`config.mk`:
```
export PLATFORM = sky130hd
export DESIGN_NAME = chan_sample_fifo
export DESIGN_NICKNAME = d
export VERILOG_FILES = /design/src/rtl/chan_fifo_pkg.sv /design/src/rtl/chan_fifo_store.sv /design/src/rtl/chan_fifo_wrack.sv /design/src/rtl/chan_fifo_ctl.sv /design/src/rtl/chan_sample_fifo.sv
export SDC_FILE = /design/constraint.sdc
export NUM_CORES = 1
export LEC_CHECK = 0
export BUFFER_PORTS_ARGS = -buffer_cell sky130_fd_sc_hd__buf_2
export CORE_MARGIN = 3
export CORE_UTILIZATION = 25
export DETAILED_ROUTE_END_ITERATION = 10
export PLACE_DENSITY_LB_ADDON = 0.2
export SLEW_MARGIN = 20
export SYNTH_ARGS = -nofsm -noshare
export SYNTH_HDL_FRONTEND = slang
export SYNTH_HIERARCHICAL = 1
export SYNTH_SLANG_ARGS = --single-unit
```
`constraint.sdc`:
```
create_clock -name clk -period 6.8 [get_ports clk]
set_clock_uncertainty 0.05 [all_clocks]
set_input_delay 1.36 -clock clk [delete_from_list [all_inputs] [get_ports clk]]
set_output_delay 1.36 -clock clk [all_outputs]
set_load 0.01 [all_outputs]
```
`src/rtl/chan_fifo_pkg.sv`:
```
package chan_fifo_pkg;
   typedef enum logic [1:0] {
      TRG_SW_ONLY  = 2'b00,
      TRG_ANY_A    = 2'b01,
      TRG_ANY_B    = 2'b10,
      TRG_EXT_ONLY = 2'b11
   } trig_mode_e;
endpackage

```
`src/rtl/chan_fifo_store.sv`:
```
module chan_fifo_store #(
   parameter int DW    = 16,
   parameter int DEPTH = 64,
   localparam int AW   = $clog2(DEPTH),
   localparam int CW   = $clog2(DEPTH + 1)
) (
   input  logic          clk,
   input  logic          rst_n,
   input  logic          clr,
   input  logic          push,
   input  logic [DW-1:0] din,
   input  logic          pop,
   output logic [DW-1:0] dout,
   output logic [CW-1:0] cnt,
   output logic          full,
   output logic          empty
);
   logic [DW-1:0] mem [DEPTH];
   logic [AW-1:0] wptr, rptr;

   always_ff @(posedge clk) begin
      if (push) mem[wptr] <= din;
   end

   always_ff @(posedge clk or negedge rst_n) begin
      if (!rst_n) begin
         wptr <= '0;
         rptr <= '0;
         cnt  <= '0;
         dout <= '0;
      end else if (clr) begin
         wptr <= '0;
         rptr <= '0;
         cnt  <= '0;
      end else begin
         if (push) wptr <= wptr + 1'b1;
         if (pop) begin
            rptr <= rptr + 1'b1;
            dout <= mem[rptr];
         end
         if (push && !pop)      cnt <= cnt + 1'b1;
         else if (pop && !push) cnt <= cnt - 1'b1;
      end
   end

   assign full  = (cnt == CW'(DEPTH));
   assign empty = (cnt == '0);

   a_r2_no_overflow: assert property (@(posedge clk) disable iff (!rst_n)
      push |-> (!full || pop));
   a_r5_no_underflow: assert property (@(posedge clk) disable iff (!rst_n)
      pop |-> !empty);
endmodule

```
`src/rtl/chan_fifo_wrack.sv`:
```
module chan_fifo_wrack #(
   parameter int WAIT_STATES = 2,
   localparam int WSW = (WAIT_STATES < 1) ? 1 : $clog2(WAIT_STATES + 1)
) (
   input  logic clk,
   input  logic rst_n,
   input  logic clr,
   input  logic req,
   input  logic full,
   output logic push,
   output logic ack
);
   generate
      if (WAIT_STATES == 0) begin : g_nowait
         assign push = req && !ack && !full;
         always_ff @(posedge clk or negedge rst_n) begin
            if (!rst_n)   ack <= 1'b0;
            else if (clr) ack <= 1'b0;
            else          ack <= push;
         end
      end else begin : g_wait
         logic           busy;
         logic [WSW-1:0] ws;
         assign push = busy && (ws == WSW'(WAIT_STATES));
         always_ff @(posedge clk or negedge rst_n) begin
            if (!rst_n) begin
               busy <= 1'b0;
               ws   <= '0;
               ack  <= 1'b0;
            end else if (clr) begin
               busy <= 1'b0;
               ws   <= '0;
               ack  <= 1'b0;
            end else begin
               ack <= 1'b0;
               if (!busy) begin
                  if (req && !ack && !full) begin
                     busy <= 1'b1;
                     ws   <= WSW'(1);
                  end
               end else if (push) begin
                  busy <= 1'b0;
                  ack  <= 1'b1;
               end else begin
                  ws <= ws + 1'b1;
               end
            end
         end

         a_r1_ack_single: assert property (@(posedge clk) disable iff (!rst_n)
            ack |=> !ack);
         a_r1_ack_after_busy: assert property (@(posedge clk) disable iff (!rst_n)
            (ack && !$past(clr)) |-> $past(busy));
         a_r2_full_blocks: assert property (@(posedge clk) disable iff (!rst_n)
            (!busy && full) |=> !busy);
      end
   endgenerate
endmodule

```
`src/rtl/chan_fifo_ctl.sv`:
```
module chan_fifo_ctl
   import chan_fifo_pkg::*;
#(
   parameter int CW = 7
) (
   input  logic          clk,
   input  logic          rst_n,
   input  logic          clr,
   input  logic [1:0]    mode,
   input  logic          start_sw,
   input  logic          ext_trig,
   input  logic          pop,
   input  logic          empty,
   input  logic [CW-1:0] cnt,
   input  logic [CW-1:0] thresh,
   input  logic          irq_en,
   output logic          pop_ok,
   output logic          running,
   output logic          underrun,
   output logic          irq
);
   trig_mode_e tm;
   logic       sw_go, ext_go;

   assign tm     = trig_mode_e'(mode);
   assign sw_go  = start_sw && (tm != TRG_EXT_ONLY);
   assign ext_go = ext_trig && (tm != TRG_SW_ONLY);
   assign pop_ok = pop && running && !empty;

   always_ff @(posedge clk or negedge rst_n) begin
      if (!rst_n) begin
         running  <= 1'b0;
         underrun <= 1'b0;
         irq      <= 1'b0;
      end else begin
         irq <= irq_en && (cnt <= thresh);
         if (clr) begin
            running  <= 1'b0;
            underrun <= 1'b0;
         end else begin
            if (sw_go || ext_go)           running  <= 1'b1;
            if (pop && running && empty)   underrun <= 1'b1;
         end
      end
   end

   a_r8_disable_releases: assert property (@(posedge clk) disable iff (!rst_n)
      !irq_en |=> !irq);
   a_r5_underrun_sticky: assert property (@(posedge clk) disable iff (!rst_n)
      (underrun && !clr) |=> underrun);
   a_r11_clear_stops: assert property (@(posedge clk) disable iff (!rst_n)
      clr |=> (!running && !underrun));
   a_r9_ext_only_gate: assert property (@(posedge clk) disable iff (!rst_n)
      (tm == TRG_EXT_ONLY && !ext_trig && !running) |=> !running);
endmodule

```
`src/rtl/chan_sample_fifo.sv`:
```
module chan_sample_fifo #(
   parameter int DW          = 16,
   parameter int DEPTH       = 64,
   parameter int WAIT_STATES = 2,
   localparam int CW         = $clog2(DEPTH + 1)
) (
   input  logic          clk,
   input  logic          rst_n,
   input  logic          soft_rst,
   input  logic          wr_req,
   input  logic [DW-1:0] wr_data,
   output logic          wr_ack,
   input  logic [1:0]    trig_mode,
   input  logic          start_sw,
   input  logic          ext_trig,
   input  logic          pop,
   input  logic          irq_en,
   input  logic [CW-1:0] thresh,
   output logic [DW-1:0] rd_data,
   output logic [CW-1:0] level,
   output logic          full,
   output logic          running,
   output logic          underrun,
   output logic          irq
);
   generate
      if (DEPTH < 2 || (DEPTH & (DEPTH - 1)) != 0) begin : g_bad_depth
         $error("DEPTH must be a power of two and at least 2");
      end
      if (DW < 1) begin : g_bad_dw
         $error("DW must be positive");
      end
      if (WAIT_STATES < 0) begin : g_bad_ws
         $error("WAIT_STATES must not be negative");
      end
   endgenerate

   logic push, pop_ok, empty;

   chan_fifo_wrack #(.WAIT_STATES(WAIT_STATES)) u_wrack (
      .clk(clk), .rst_n(rst_n), .clr(soft_rst), .req(wr_req),
      .full(full), .push(push), .ack(wr_ack));

   chan_fifo_store #(.DW(DW), .DEPTH(DEPTH)) u_store (
      .clk(clk), .rst_n(rst_n), .clr(soft_rst), .push(push), .din(wr_data),
      .pop(pop_ok), .dout(rd_data), .cnt(level), .full(full), .empty(empty));

   chan_fifo_ctl #(.CW(CW)) u_ctl (
      .clk(clk), .rst_n(rst_n), .clr(soft_rst), .mode(trig_mode),
      .start_sw(start_sw), .ext_trig(ext_trig), .pop(pop), .empty(empty),
      .cnt(level), .thresh(thresh), .irq_en(irq_en), .pop_ok(pop_ok),
      .running(running), .underrun(underrun), .irq(irq));

   a_r12_level_bound: assert property (@(posedge clk) disable iff (!rst_n)
      level <= CW'(DEPTH));
endmodule

```
; Word-level counts from Yosys, hierarchy flattened
; Memory sizes are Yosys's and may differ from the RTL's. A register that Yosys moved wholly into a read port is not among the register bits.
; Cells that the tools add are included.
[word_totals]
ff_bits = 26
ramBits = 1024
input_bits = 33
out_inout_bits = 28
n_memories = 1
[op_classes]
n_addsub = 5
order_cmp = 1
eq_ne = 4
muxes = 23
n_bitwise = 1
n_reduce_logical = 28
[memory_table]
columns = name, words, width, rd, rd_ports_with_merged_regs, write_ports, line_no
row1 = u_store.mem, 64, 16, 1, 1, 1, chan_fifo_store.sv:18  ; logic [DW-1:0] mem [DEPTH];
[ops]
columns = cell, count
row1 = $mux W6, 4
row2 = $mux W7, 3
row3 = $add A6 B1 Y6 const B, 2
row4 = $mux W1, 12
row5 = $logic_and A1 B1 Y1, 11
row6 = $reduce_bool A2 Y1, 5
row7 = $mux W2, 4
row8 = $add A7 B1 Y7 const B, 1
row9 = $eq A7 B7 Y1 const B, 1
row10 = $le A7 B7 Y1, 1
row11 = $logic_not A7 Y1, 1
row12 = $sub A7 B1 Y7 const B, 1
row13 = $logic_not A1 Y1, 6
row14 = $reduce_bool A3 Y1, 2
row15 = $reduce_and A2 Y1, 2
row16 = $ne A3 B3 Y1 const B, 1
row17 = $add A2 B1 Y2 const B, 1
row18 = $eq A2 B2 Y1 const B, 1
row19 = $ne A2 B2 Y1 const B, 1
row20 = $logic_or A1 B1 Y1, 1
row21 = $not A1 Y1, 1

; Logic depth before layout (Yosys ltp)
; Gate-level depths: netlist (run 1).
[depth]
depth_word = 7
ltp_mapped = 14
mapped_depth_nobuf = 13

; By module
; The synthesis (run 1) kept the hierarchy.
[modules_own_cells]
columns = mod, n_inst, cells_each, area_per_inst_um2, seq_area_each_um2
row1 = chan_fifo_store, 1, 2052, 41380.9, 31625.3
row2 = chan_fifo_ctl, 1, 37, 295.3, 75.1
row3 = chan_fifo_wrack, 1, 19, 212.7, 100.1

; Worst setup path before layout (run 1)
; No wires, ideal clock.
[synth_timing]
path_type = input to register
start = input pop
end = register u_store.cnt[6]
t_arrival_ps = 3418
required_time_ps = 6615
slack_ps = 3198
cell_stages = 12
n_path_buf = 1
cell_sequence = nand2_1 nor2_1 clkbuf_1 nand2b_1 inv_1 fa_1 nor2b_1 o21ai_0 a21boi_0 mux2i_1 o21ai_0 nor3b_1
[synth_via]
elab_chain_len = 6
[synth_lines]
columns = element, line_no
row1 = "start, declared", chan_sample_fifo.sv:16  ; input logic pop,
row2 = $logic_and A1 B1 Y1 * (2 in series), chan_fifo_ctl.sv:28  ; assign pop_ok = pop && running && !empty;
row3 = net pop_ok, chan_sample_fifo.sv:38  ; logic push, pop_ok, empty;
row4 = $logic_not A1 Y1, chan_fifo_store.sv:41  ; if (push && !pop) cnt <= cnt + 1'b1;
row5 = $logic_and A1 B1 Y1, chan_fifo_store.sv:41
row6 = $mux W7, chan_fifo_store.sv:41
row7 = $mux W7, chan_fifo_store.sv:31  ; end else if (clr) begin
row8 = "end signal, assigned", chan_fifo_store.sv:41
row9 = "end signal, assigned", chan_fifo_store.sv:42  ; else if (pop && !push) cnt <= cnt - 1'b1;
row10 = "end, declared", chan_fifo_store.sv:14  ; output logic [CW-1:0] cnt,
; The timed path passes the listed nets; every way through them passes the cells marked *.
; A chain may end at the register's enable or synchronous reset.

==> results of run 1 <==
## metrics by stage
stage / worst slack, ns / instances / power [W] / hold slack, ns / cell area (µm²)
after global placement: 2.305 / 4333 / 0.009821 / 0.4256 / 45060
after global routing: 2.569 / 4545 / 0.01649 / 0.4839 / 48800
after detailed placement: 2.694 / 4333 / 0.009841 / 0.4468 / 45070
after CTS: 2.705 / 4545 / 0.01609 / 0.4626 / 48800
final: 2.846 / 4547 / 0.01582 / 0.4702 / 48810
after floorplan: 3.198 / 2108 / 0.009148 / 0.4214 / 41890
## worst min-delay path, delay by kind of cell (launching register included)
family | cells | cell delay [ns]
DFF | 1 | 0.34
and+or+nand+nor | 1 | 0.09
AOI/OAI and AO/OA | 1 | 0.05
## registers in the layout (all words and copies together) (netlist names), 2 cells and up
name               flops
u_store/rptr           6
u_store/dout          16
u_store/mem         1024
u_store/cnt            7
u_store/wptr           6
u_wrack/g_wait.ws      2
## cell type report
cell class | instances | area [µm²]
repair buffers | 156 | 1086
multi-input cells | 907 | 9374
clock inverters | 71 | 693.2
well taps | 2189 | 2739
flip-flops and latches | 1066 | 31820
inverters | 15 | 56.30
fillers | 16140 | 116900
clock buffers | 141 | 3039
diodes | 2 | 5.005
## power by group
part / leakage [nW] / internal [W] / switching (W) / total [W]
clock: 1.83 / 0.00365 / 0.00255 / 0.00619
combinational: 3.13 / 0.00101 / 0.00117 / 0.00218
sequential: 9.75 / 0.00727 / 0.000174 / 0.00744
total: 14.7 / 0.0119 / 0.00389 / 0.0158
## cell usage after synthesis, types with 8 or more instances
cell type / n
nor2_1: 109
or3_1: 13
clkbuf_1: 49
a32oi_1: 9
o21ai_0: 22
buf_6: 14
ha_1: 16
nor2b_1: 42
mux4_2: 198
mux2i_1: 186
a21oi_1: 64
a211oi_1: 42
inv_1: 15
buf_4: 21
nand2_1: 50
nand2b_1: 9
buf_2: 29
o22ai_1: 46
edfxtp_1: 1024
dfrtp_1: 42
xor2_1: 8
nor3_1: 19
## layer usage
metal / vias up / track usage [%] / wire [µm]
met5: - / 0 / 11
met4: 2 / 3.324 / 2525
met3: 152 / 2.096 / 4768
met2: 441 / 21.28 / 53840
met1: 11010 / 17.17 / 49250
li1: 8929 / - / -
## worst max-delay path by stage
stage                                      startpoint                           to  slack (ns)  depth (start not counted)
after CTS                 u_store/rptr[0]$_DFFE_PN0P_  u_store/dout[5]$_DFFE_PN0P_        2.70                          7
after global placement    u_store/rptr[0]$_DFFE_PN0P_  u_store/dout[5]$_DFFE_PN0P_        2.31                          6
after global routing      u_store/rptr[0]$_DFFE_PN0P_  u_store/dout[7]$_DFFE_PN0P_        2.57                          7
after detailed placement  u_store/rptr[0]$_DFFE_PN0P_  u_store/dout[5]$_DFFE_PN0P_        2.69                          7
final                     u_store/rptr[0]$_DFFE_PN0P_  u_store/dout[5]$_DFFE_PN0P_        2.85                          7
after floorplan                                   pop   u_store/cnt[6]$_DFFE_PN0P_        3.20                         12
## logic make-up after synthesis
group / share of synthesized area (%)
buffers and inverters: 1.774
AO/OA/AOI/OAI: 3.241
AND/OR/NAND/NOR: 3.202
adder cells (fa/ha/maj): 0.5257
XOR/XNOR: 0.2509
flip-flops: 75.92
multiplexers: 15.09
==> results_dict.tcl, run 1 <==
set metrics [dict create \
    synthCells 2108 \
    layout.cells.most_common_list "edfxtp_1, mux4_2, mux2i_1" \
    postCtsSetupBuffers 0 \
    synth.distinct_cells 54 \
    synth_flop_cell "edfxtp_1" \
    ys_seq_elements 1066 \
    cp_cell_sequence "buf_12 > mux4_2 > nor2b_1 > a211oi_1 > a21oi_1 > a21oi_1 > o21ai_1" \
    synth_area_leaders "edfxtp_1, mux4_2, mux2i_1, dfrtp_1, nor2_1" \
    wl_per_cell_um 24.28 \
    crit_family "compound AO/OA/AOI/OAI gates" \
    fin_crit_sh_pct 58.15 \
    r2r_cells 7 \
    grt_pass1_wl_mm 159.8 \
    final_util_pct 29.45 \
    io_pins 61 \
    vias 20540 \
    cts-resized-gates 0 \
    die_y_um 415.3 \
    criticalPathCategory "reg -> reg" \
    max_slew_margin_pct 32.19 \
    io_buffers 60 \
    synth_top_area_share_pct 73.41 \
    rrSetupSlack_ns 2.85 \
    area_growth_pct 16.52 \
    max_freq_mhz 252.9 \
    tightest_slew_ns 1.017 \
    r2r_start "u_store/rptr[0]$_DFFE_PN0P_" \
    mappedNetlistArea_um2 41890 \
    ys_warn_count 6 \
    slew_viol_final 0 \
    die_w_um 415.3 \
    drt_iter0_drc 1812 \
    crit_top_cell "a21oi_1" \
    initial_utilization_pct 25.27 \
    cts_tree "built" \
    cp_slowest_cell "dfrtp_4" \
    whs_path_depth 2 \
    status "finished clean" \
    min_path_type "reg -> reg" \
    grt_pass1_vias 21500 \
    grt_max_degree 129 \
    totalWireLength_mm 110.4 \
    place_congestion 0.7477 \
    vias_per_cell 4.516 \
    synth_edf_count 1024 \
    grt_overflow_total 0 \
    setup_viol_count_final 0 \
    clockBufferDepth 3 \
    critical_path.max_stage_delay_ns 1.00 \
    drc 0 \
    clk_pin_slew_ns 0.06 \
    cts-root-buf "clkbuf_16" \
    min-delay-start "u_ctl/underrun$_DFFE_PN0P_" \
    p_per_area_nw_per_um2 324.1 \
    row_count 149 \
    async_flop_share_pct 3.940 \
    drt-pass1-iter-count 5 \
    irDropWorstVdd_uv 264.2 \
    clk_latency_ns 0.71 \
    p_leak_nw 14.70 \
    layout.nets 2310 \
    end_kind "flop" \
    grt_usage_pct 12.72 \
    setup_tns_ns 0 \
    critPathMaxFanout 112 \
    clock_sinks 1066 \
    arrival_ns 4.48 \
    final.min_clock_period_ns 3.954 \
    critPathBufInv 1 \
    core_area_um2 165700 \
    yosysSeqAreaShare_pct 75.92 \
    cp-start-kind "flop" \
    finalHoldViolCount 0 \
    r2r-end "u_store/dout[5]$_DFFE_PN0P_" \
    final_common_cell "edfxtp_1" \
    antenna_found_initial 4 \
    min_to "u_ctl/underrun$_DFFE_PN0P_" \
    numCtsBuffers 114 \
    ant_nets 0 \
    cp_data_required_time_ns 7.32 \
    maxCapViolations 0 \
    syn_avg_cell_area_um2 19.87 \
    drive_gt1_share_pct 22.96 \
    synth_nets 2158 \
    die_area_um2 172500 \
    dp_hpwl_mm 63.15 \
    hold_buffers 0 \
    rsz0062_at_grt "no" \
    htreeDepth 3 \
    yosysTopAreaCell "edfxtp_1" \
]
(Power assumes the default switching activity.)
==> run 2: changes to the inputs <==
--- a/config.mk
+++ b/config.mk
@@ -5,6 +5,7 @@
 export SDC_FILE = /design/constraint.sdc
 export NUM_CORES = 1
 export LEC_CHECK = 0
+export ABC_AREA = 1
 export BUFFER_PORTS_ARGS = -buffer_cell sky130_fd_sc_hd__buf_2
 export CORE_MARGIN = 3
 export CORE_UTILIZATION = 25
==> constraint.sdc (replaced) <==
create_clock -name clk -period 3.44 [get_ports clk]
set_clock_uncertainty 0.05 [all_clocks]
set_input_delay 0.688 -clock clk [delete_from_list [all_inputs] [get_ports clk]]
set_output_delay 0.688 -clock clk [all_outputs]
set_load 0.01 [all_outputs]
==> results_dict.tcl, run 2 <==
set metrics [dict create \
    status "finished clean" \
    synthCells 3631 \
    synth_top_area_share_pct 71.00 \
    die_w_um 422.2 \
    die_y_um 422.2 \
    setup_viol_count_final 0 \
    cp-start-kind "flop" \
    slew_viol_final 0 \
    initial_utilization_pct 25.19 \
    clockBufferDepth 3 \
    synth_nets 3681 \
    grt_max_degree 121 \
    synthTopCellsByCount "nand2_1, edfxtp_1, nand3_1" \
    cp_data_required_time_ns 3.98 \
    end_kind "flop" \
    final.min_clock_period_ns 2.916 \
    die_area_um2 178300 \
    whs_path_depth 3 \
    vias 27780 \
    ys_warn_count 6 \
    critPathMaxFanout 7 \
    irDropWorstVdd_uv 400.5 \
    row_count 152 \
    drive_gt1_share_pct 10.81 \
    drt_iter0_drc 2487 \
    tightest_slew_ns 1.051 \
    cts-root-buf "clkbuf_16" \
    finalHoldViolCount 0 \
    cts_tree "built" \
    layout.cells.most_common_list "nand2_1, edfxtp_1, nand3_1" \
    seqPwrFrac_pct 42.8 \
    yosysSeqAreaShare_pct 73.42 \
    wl_per_cell_um 21.60 \
    grt_pass1_vias 26250 \
    dp.cells 5956 \
    ys_seq_elements 1066 \
    maxCapViolations 0 \
    numCtsBuffers 114 \
    max_slew_margin_pct 29.94 \
    core_area_um2 171900 \
    cp_num_cells 14 \
    final_common_cell "nand2_1" \
    place_ws_ns 0.4848 \
    r2r_start "u_store/cnt[0]$_DFFE_PN0P_" \
    grt_overflow_total 0 \
    rsz0062_at_grt "no" \
    min-delay-start "irq_en" \
    swShare_pct 31.98 \
    final_util_pct 29.52 \
    antenna_found_initial 1 \
    criticalPathCategory "reg -> reg" \
    ant_nets 0 \
    critPathBufInv 2 \
    largestRegisters "u_store/mem x1024, u_store/dout x16, u_store/cnt x7" \
    largest_reg_flops 1024 \
    fin_crit_sh_pct 84.77 \
    grt_usage_pct 14.58 \
    clk_latency_ns 0.73 \
    synth.distinct_cells 33 \
    p_per_area_nw_per_um2 673.1 \
    drt-pass1-iter-count 7 \
    vias_per_cell 4.505 \
    top_register "u_store/mem" \
    setup_ws_ns 0.5238 \
    pwr-share-clk_pct 34.4 \
    synth_area_leaders "edfxtp_1, nand2_1, nand3_1, dfrtp_1, a21oi_1" \
    critical_path.max_stage_delay_ns 0.44 \
    htreeDepth 3 \
    synth_edf_count 1024 \
    clk_pin_slew_ns 0.06 \
    io_buffers 60 \
    cp_cell_sequence "inv_1 > nand3_1 > nor4_1 > nor2_1 > nor2_1 > inv_1 > ha_1 > a21oi_1 > o21ai_0 > nand2_1 > nand2_1 > a21oi_1 > xor2_1 > o21ai_0" \
    totalWireLength_mm 133.2 \
    drc 0 \
    cell_internal_pwr_w 0.02324 \
    timing.hold.ws_ns 0.1352 \
    yosysMostFrequentCell "nand2_1" \
    yosysTopAreaCell "edfxtp_1" \
    layout.nets 3813 \
    max_freq_mhz 342.9 \
    syn_avg_cell_area_um2 11.93 \
    p_leak_nw 18.10 \
    place_congestion 0.8087 \
    min_path_type "in -> reg" \
    synth_flop_cell "edfxtp_1" \
    cts-resized-gates 0 \
    async_flop_share_pct 3.940 \
    layoutNonFillerInstCount 6168 \
    p_sw_w 0.01092 \
    r2r-end "u_store/cnt[6]$_DFFE_PN0P_" \
    clock_sinks 1066 \
    area_growth_pct 17.17 \
    crit_family "simple AND/OR/NAND/NOR gates" \
    mappedNetlistArea_um2 43310 \
    io_pins 61 \
    cp_slowest_cell "dfrtp_1" \
    dp_hpwl_mm 78.10 \
    p_comb_share_pct 22.8 \
    setup_tns_ns 0 \
    min_to "u_ctl/irq$_DFF_PN0_" \
    r2r_cells 14 \
    grt_pass1_wl_mm 192.5 \
    arrival_ns 3.45 \
    rrSetupSlack_ns 0.52 \
]
## run 2: layout make-up
| class | instances | area [µm²] |
|---|---|---|
| flip-flops and latches | 1066 | 31810 |
| inverters | 57 | 230.2 |
| fillers | 17570 | 121200 |
| diodes | 1 | 2.502 |
| repair buffers | 229 | 1959 |
| clock buffers | 150 | 3009 |
| multi-input cells | 2295 | 10340 |
| clock inverters | 60 | 505.5 |
| well taps | 2310 | 2890 |
## run 2: cell families (layout without fill, tap and decap cells)
family                     count (synthesis)  in the layout  synth area share (%)
and+or+nand+nor                         1999           1999                 19.19
DFF                                     1066           1066                 73.42
AOI/OAI and AO/OA                        276            276                 3.912
buffers and inverters                    270            496                 2.903
adders and majority gates                 17             17                0.5084
xor gates and xnor gates                   3              3               0.06068
other                                      0              1                     0
## run 2: metal layers
layer / vias up / global-route usage, % / part of all wire (%)
met1: 13880 / 21.35 / 48
met4: 2 / 3.463 / 2.1
met5: - / 0 / 0.011
met3: 171 / 2.357 / 4.9
met2: 655 / 22.52 / 45
li1: 13080 / - / -
## run 2: timing repair
| item | in CTS | in global routing |
|---|---|---|
| hold buffers | 1 | 0 |
| hold endpoints to repair | 18 | 0 |
| buffers inserted | 0 | 0 |
## run 2: worst max path at each step
stage,from,end
after floorplan,u_wrack/g_wait.ws[0]$_DFFE_PN0P_,u_store/mem[46][0]$_DFFE_PP_
after global placement,u_store/cnt[2]$_DFFE_PN0P_,u_store/cnt[6]$_DFFE_PN0P_
after detailed placement,u_store/cnt[0]$_DFFE_PN0P_,u_store/cnt[6]$_DFFE_PN0P_
after CTS,u_store/cnt[0]$_DFFE_PN0P_,u_store/cnt[6]$_DFFE_PN0P_
after global routing,u_store/cnt[0]$_DFFE_PN0P_,u_store/cnt[6]$_DFFE_PN0P_
final,u_store/cnt[0]$_DFFE_PN0P_,u_store/cnt[6]$_DFFE_PN0P_
## run 2: power by group through the flow
stage / combinational [W] / clock (W) / sequential [W]
after floorplan: 0.00490 / 0 / 0.0148
final: 0.00778 / 0.0118 / 0.0146
after global placement: 0.00788 / 0 / 0.0149
after detailed placement: 0.00786 / 0 / 0.0149
after CTS: 0.00789 / 0.0121 / 0.0146
after global routing: 0.00870 / 0.0126 / 0.0146
## run 2: stage by stage
stage / total power, W / area (µm²)
6_report: 0.03416 / 50750
5_1_grt: 0.03592 / 50750
4_1_cts: 0.03462 / 50750
3_5_place_dp: 0.02276 / 47220
3_3_place_gp: 0.02278 / 47220
2_1_floorplan: 0.01970 / 43310
## run 2: worst register-to-register path, cell delays in order (launching register included)
cell     delay [ns]
dfrtp_1        0.44
inv_1          0.12
nand3_1        0.12
nor4_1         0.29
nor2_1         0.13
nor2_1         0.28
inv_1          0.22
ha_1           0.36
a21oi_1        0.13
o21ai_0        0.12
nand2_1        0.10
nand2_1        0.05
a21oi_1        0.14
xor2_1         0.17
o21ai_0        0.09
==> run 3: changes to the inputs <==
==> constraint.sdc (replaced) <==
create_clock -name clk -period 2.7 [get_ports clk]
set_clock_uncertainty 0.05 [all_clocks]
set_input_delay 0.54 -clock clk [delete_from_list [all_inputs] [get_ports clk]]
set_output_delay 0.54 -clock clk [all_outputs]
set_load 0.01 [all_outputs]
==> results_dict.tcl, run 3 (same netlist as run 2, synthesis figures left out) <==
set metrics [dict create \
    status "finished clean" \
    io_buffers 60 \
    die_y_um 422.2 \
    finalHoldViolCount 0 \
    cts-root-buf "clkbuf_16" \
    pwr-share-clk_pct 34.6 \
    setup_viol_count_final 0 \
    irDropWorstVdd_uv 588.1 \
    core_area_um2 171900 \
    layout.cells.most_common_list "nand2_1, edfxtp_1, nand3_1" \
    grt_pass1_wl_mm 193.0 \
    p_per_area_nw_per_um2 857.0 \
    grt_max_degree 69 \
    top_register "u_store/mem" \
    max_freq_mhz 409.2 \
    wl_per_cell_um 21.16 \
    vias_per_cell 4.444 \
    place_ws_ns 0.1917 \
    io_pins 61 \
    final_common_cell "nand2_1" \
    tightest_slew_ns 0.9514 \
    layout.nets 3866 \
    row_count 152 \
    postCtsSetupBuffers 0 \
    htreeDepth 3 \
    maxCapViolations 0 \
    initial_utilization_pct 25.19 \
    die_w_um 422.2 \
    totalWireLength_mm 131.8 \
    vias 27670 \
    numCtsBuffers 115 \
    largest_reg_flops 1024 \
    drc 0 \
    cell_internal_pwr_w 0.03034 \
    dp_hpwl_mm 78.33 \
    ant_nets 0 \
    fill_cells 17520 \
    grt_overflow_total 0 \
    p_comb_share_pct 23.6 \
    critPathMaxFanout 16 \
    max_slew_margin_pct 36.57 \
    cp-start-kind "flop" \
    clk_pin_slew_ns 0.06 \
    grt_usage_pct 14.53 \
    p_sw_w 0.01404 \
    setup_tns_ns 0 \
    end_kind "flop" \
    cp_data_required_time_ns 3.04 \
    grt_pass1_vias 26600 \
    final.min_clock_period_ns 2.444 \
    criticalPathCategory "reg -> reg" \
    largestRegisters "u_store/mem x1024, u_store/dout x16, u_store/cnt x7" \
    place_congestion 0.8031 \
    cts_tree "built" \
    slew_viol_final 0 \
    rsz0062_at_grt "no" \
    seqPwrFrac_pct 41.8 \
    setup_ws_ns 0.2562 \
    clock_sinks 1066 \
    area_growth_pct 19.56 \
    drt_iter0_drc 2237 \
    min_path_type "in -> reg" \
    diodes 0 \
    drt-pass1-iter-count 5 \
    p_leak_nw 18.54 \
    swShare_pct 31.64 \
    antenna_found_initial 0 \
    clockBufferDepth 3 \
    fin_crit_sh_pct 90.51 \
    clk_latency_ns 0.73 \
    drive_gt1_share_pct 12.23 \
    arrival_ns 2.78 \
    die_area_um2 178300 \
]
[run 3: cell types whose count changed in the layout (fill, tap and decap cells not counted), sizes merged]
cell         before  now
clkinvlp          3    6
dlygate4sd3       1    4
clkinv           53   57
inv              55   56
clkbuf          150  148
buf             228  277
diode             1    0
bufinv            6    7
[run 3: layout make-up]
class | count | area, µm² | share of cell area, %
multi-input cells | 2295 | 10350 | 19.99
clock buffers | 148 | 3104 | 5.995
inverters | 57 | 230.2 | 0.4446
well taps | 2310 | 2890 | 5.582
clock inverters | 69 | 528.0 | 1.020
repair buffers | 281 | 2870 | 5.543
flip-flops and latches | 1066 | 31810 | 61.43
[run 3: path summary, 6_finish.rpt]
path,start,endpoint,slack [ns],cells after the start
max in group asynchronous,rst_n,u_store/dout[4]$_DFFE_PN0P_,1.71,3
max,u_wrack/g_wait.ws[0]$_DFFE_PN0P_,u_store/mem[43][4]$_DFFE_PP_,0.26,8
min reg2reg,u_wrack/g_wait.ws[1]$_DFFE_PN0P_,u_wrack/g_wait.ws[1]$_DFFE_PN0P_,0.43,2
min,start_sw,u_ctl/running$_DFFE_PN0P_,0.08,5
min in group asynchronous,rst_n,u_ctl/underrun$_DFFE_PN0P_,0.30,2
max reg2reg,u_wrack/g_wait.ws[0]$_DFFE_PN0P_,u_store/mem[43][4]$_DFFE_PP_,0.26,8
[run 3: per-layer routing]
metal / vias to the layer above / global-route usage (%) / part of all wire [%]
li1: 13190 / - / -
met1: 13780 / 21.09 / 48
met2: 556 / 22.76 / 46
met3: 151 / 2.299 / 4.3
met4: 0 / 3.293 / 1.9
met5: - / 0 / 0
[run 3: metrics by stage]
stage,total power (W),utilization [%],cells,hold WS [ns],area (µm²)
after CTS,0.04504,30.11,6226,0.02402,51770
after global placement,0.02956,27.98,6005,0.4189,48100
final,0.04438,30.12,6226,0.08130,51780
after floorplan,0.02510,-,3631,0.1944,43310
after detailed placement,0.02955,27.98,6005,0.4193,48100
after global routing,0.04671,30.12,6226,0.06664,51780
[run 3: power by group through the flow]
stage | Combinational [W] | Sequential (W) | Clock [W]
after floorplan | 0.00625 | 0.0189 | 0
after global placement | 0.0107 | 0.0189 | 0
after detailed placement | 0.0106 | 0.0189 | 0
after CTS | 0.0107 | 0.0186 | 0.0158
after global routing | 0.0117 | 0.0186 | 0.0164
final | 0.0105 | 0.0186 | 0.0154
[run 3: repair_timing]
item / CTS / global route
resized for setup: 0 / 1
hold buffers: 4 / 0
hold endpoints to repair: 22 / 0
endpoints found under the setup margin: 0 / 2
[run 3: critical path, stage by stage (launching register included)]
cell	delay [ns]
dfrtp_1	0.39
inv_1	0.07
ha_1	0.15
nand2_2	0.06
clkinv_2	0.05
buf_4	0.22
nand4_1	0.47
nor3_2	0.29
buf_4	0.33
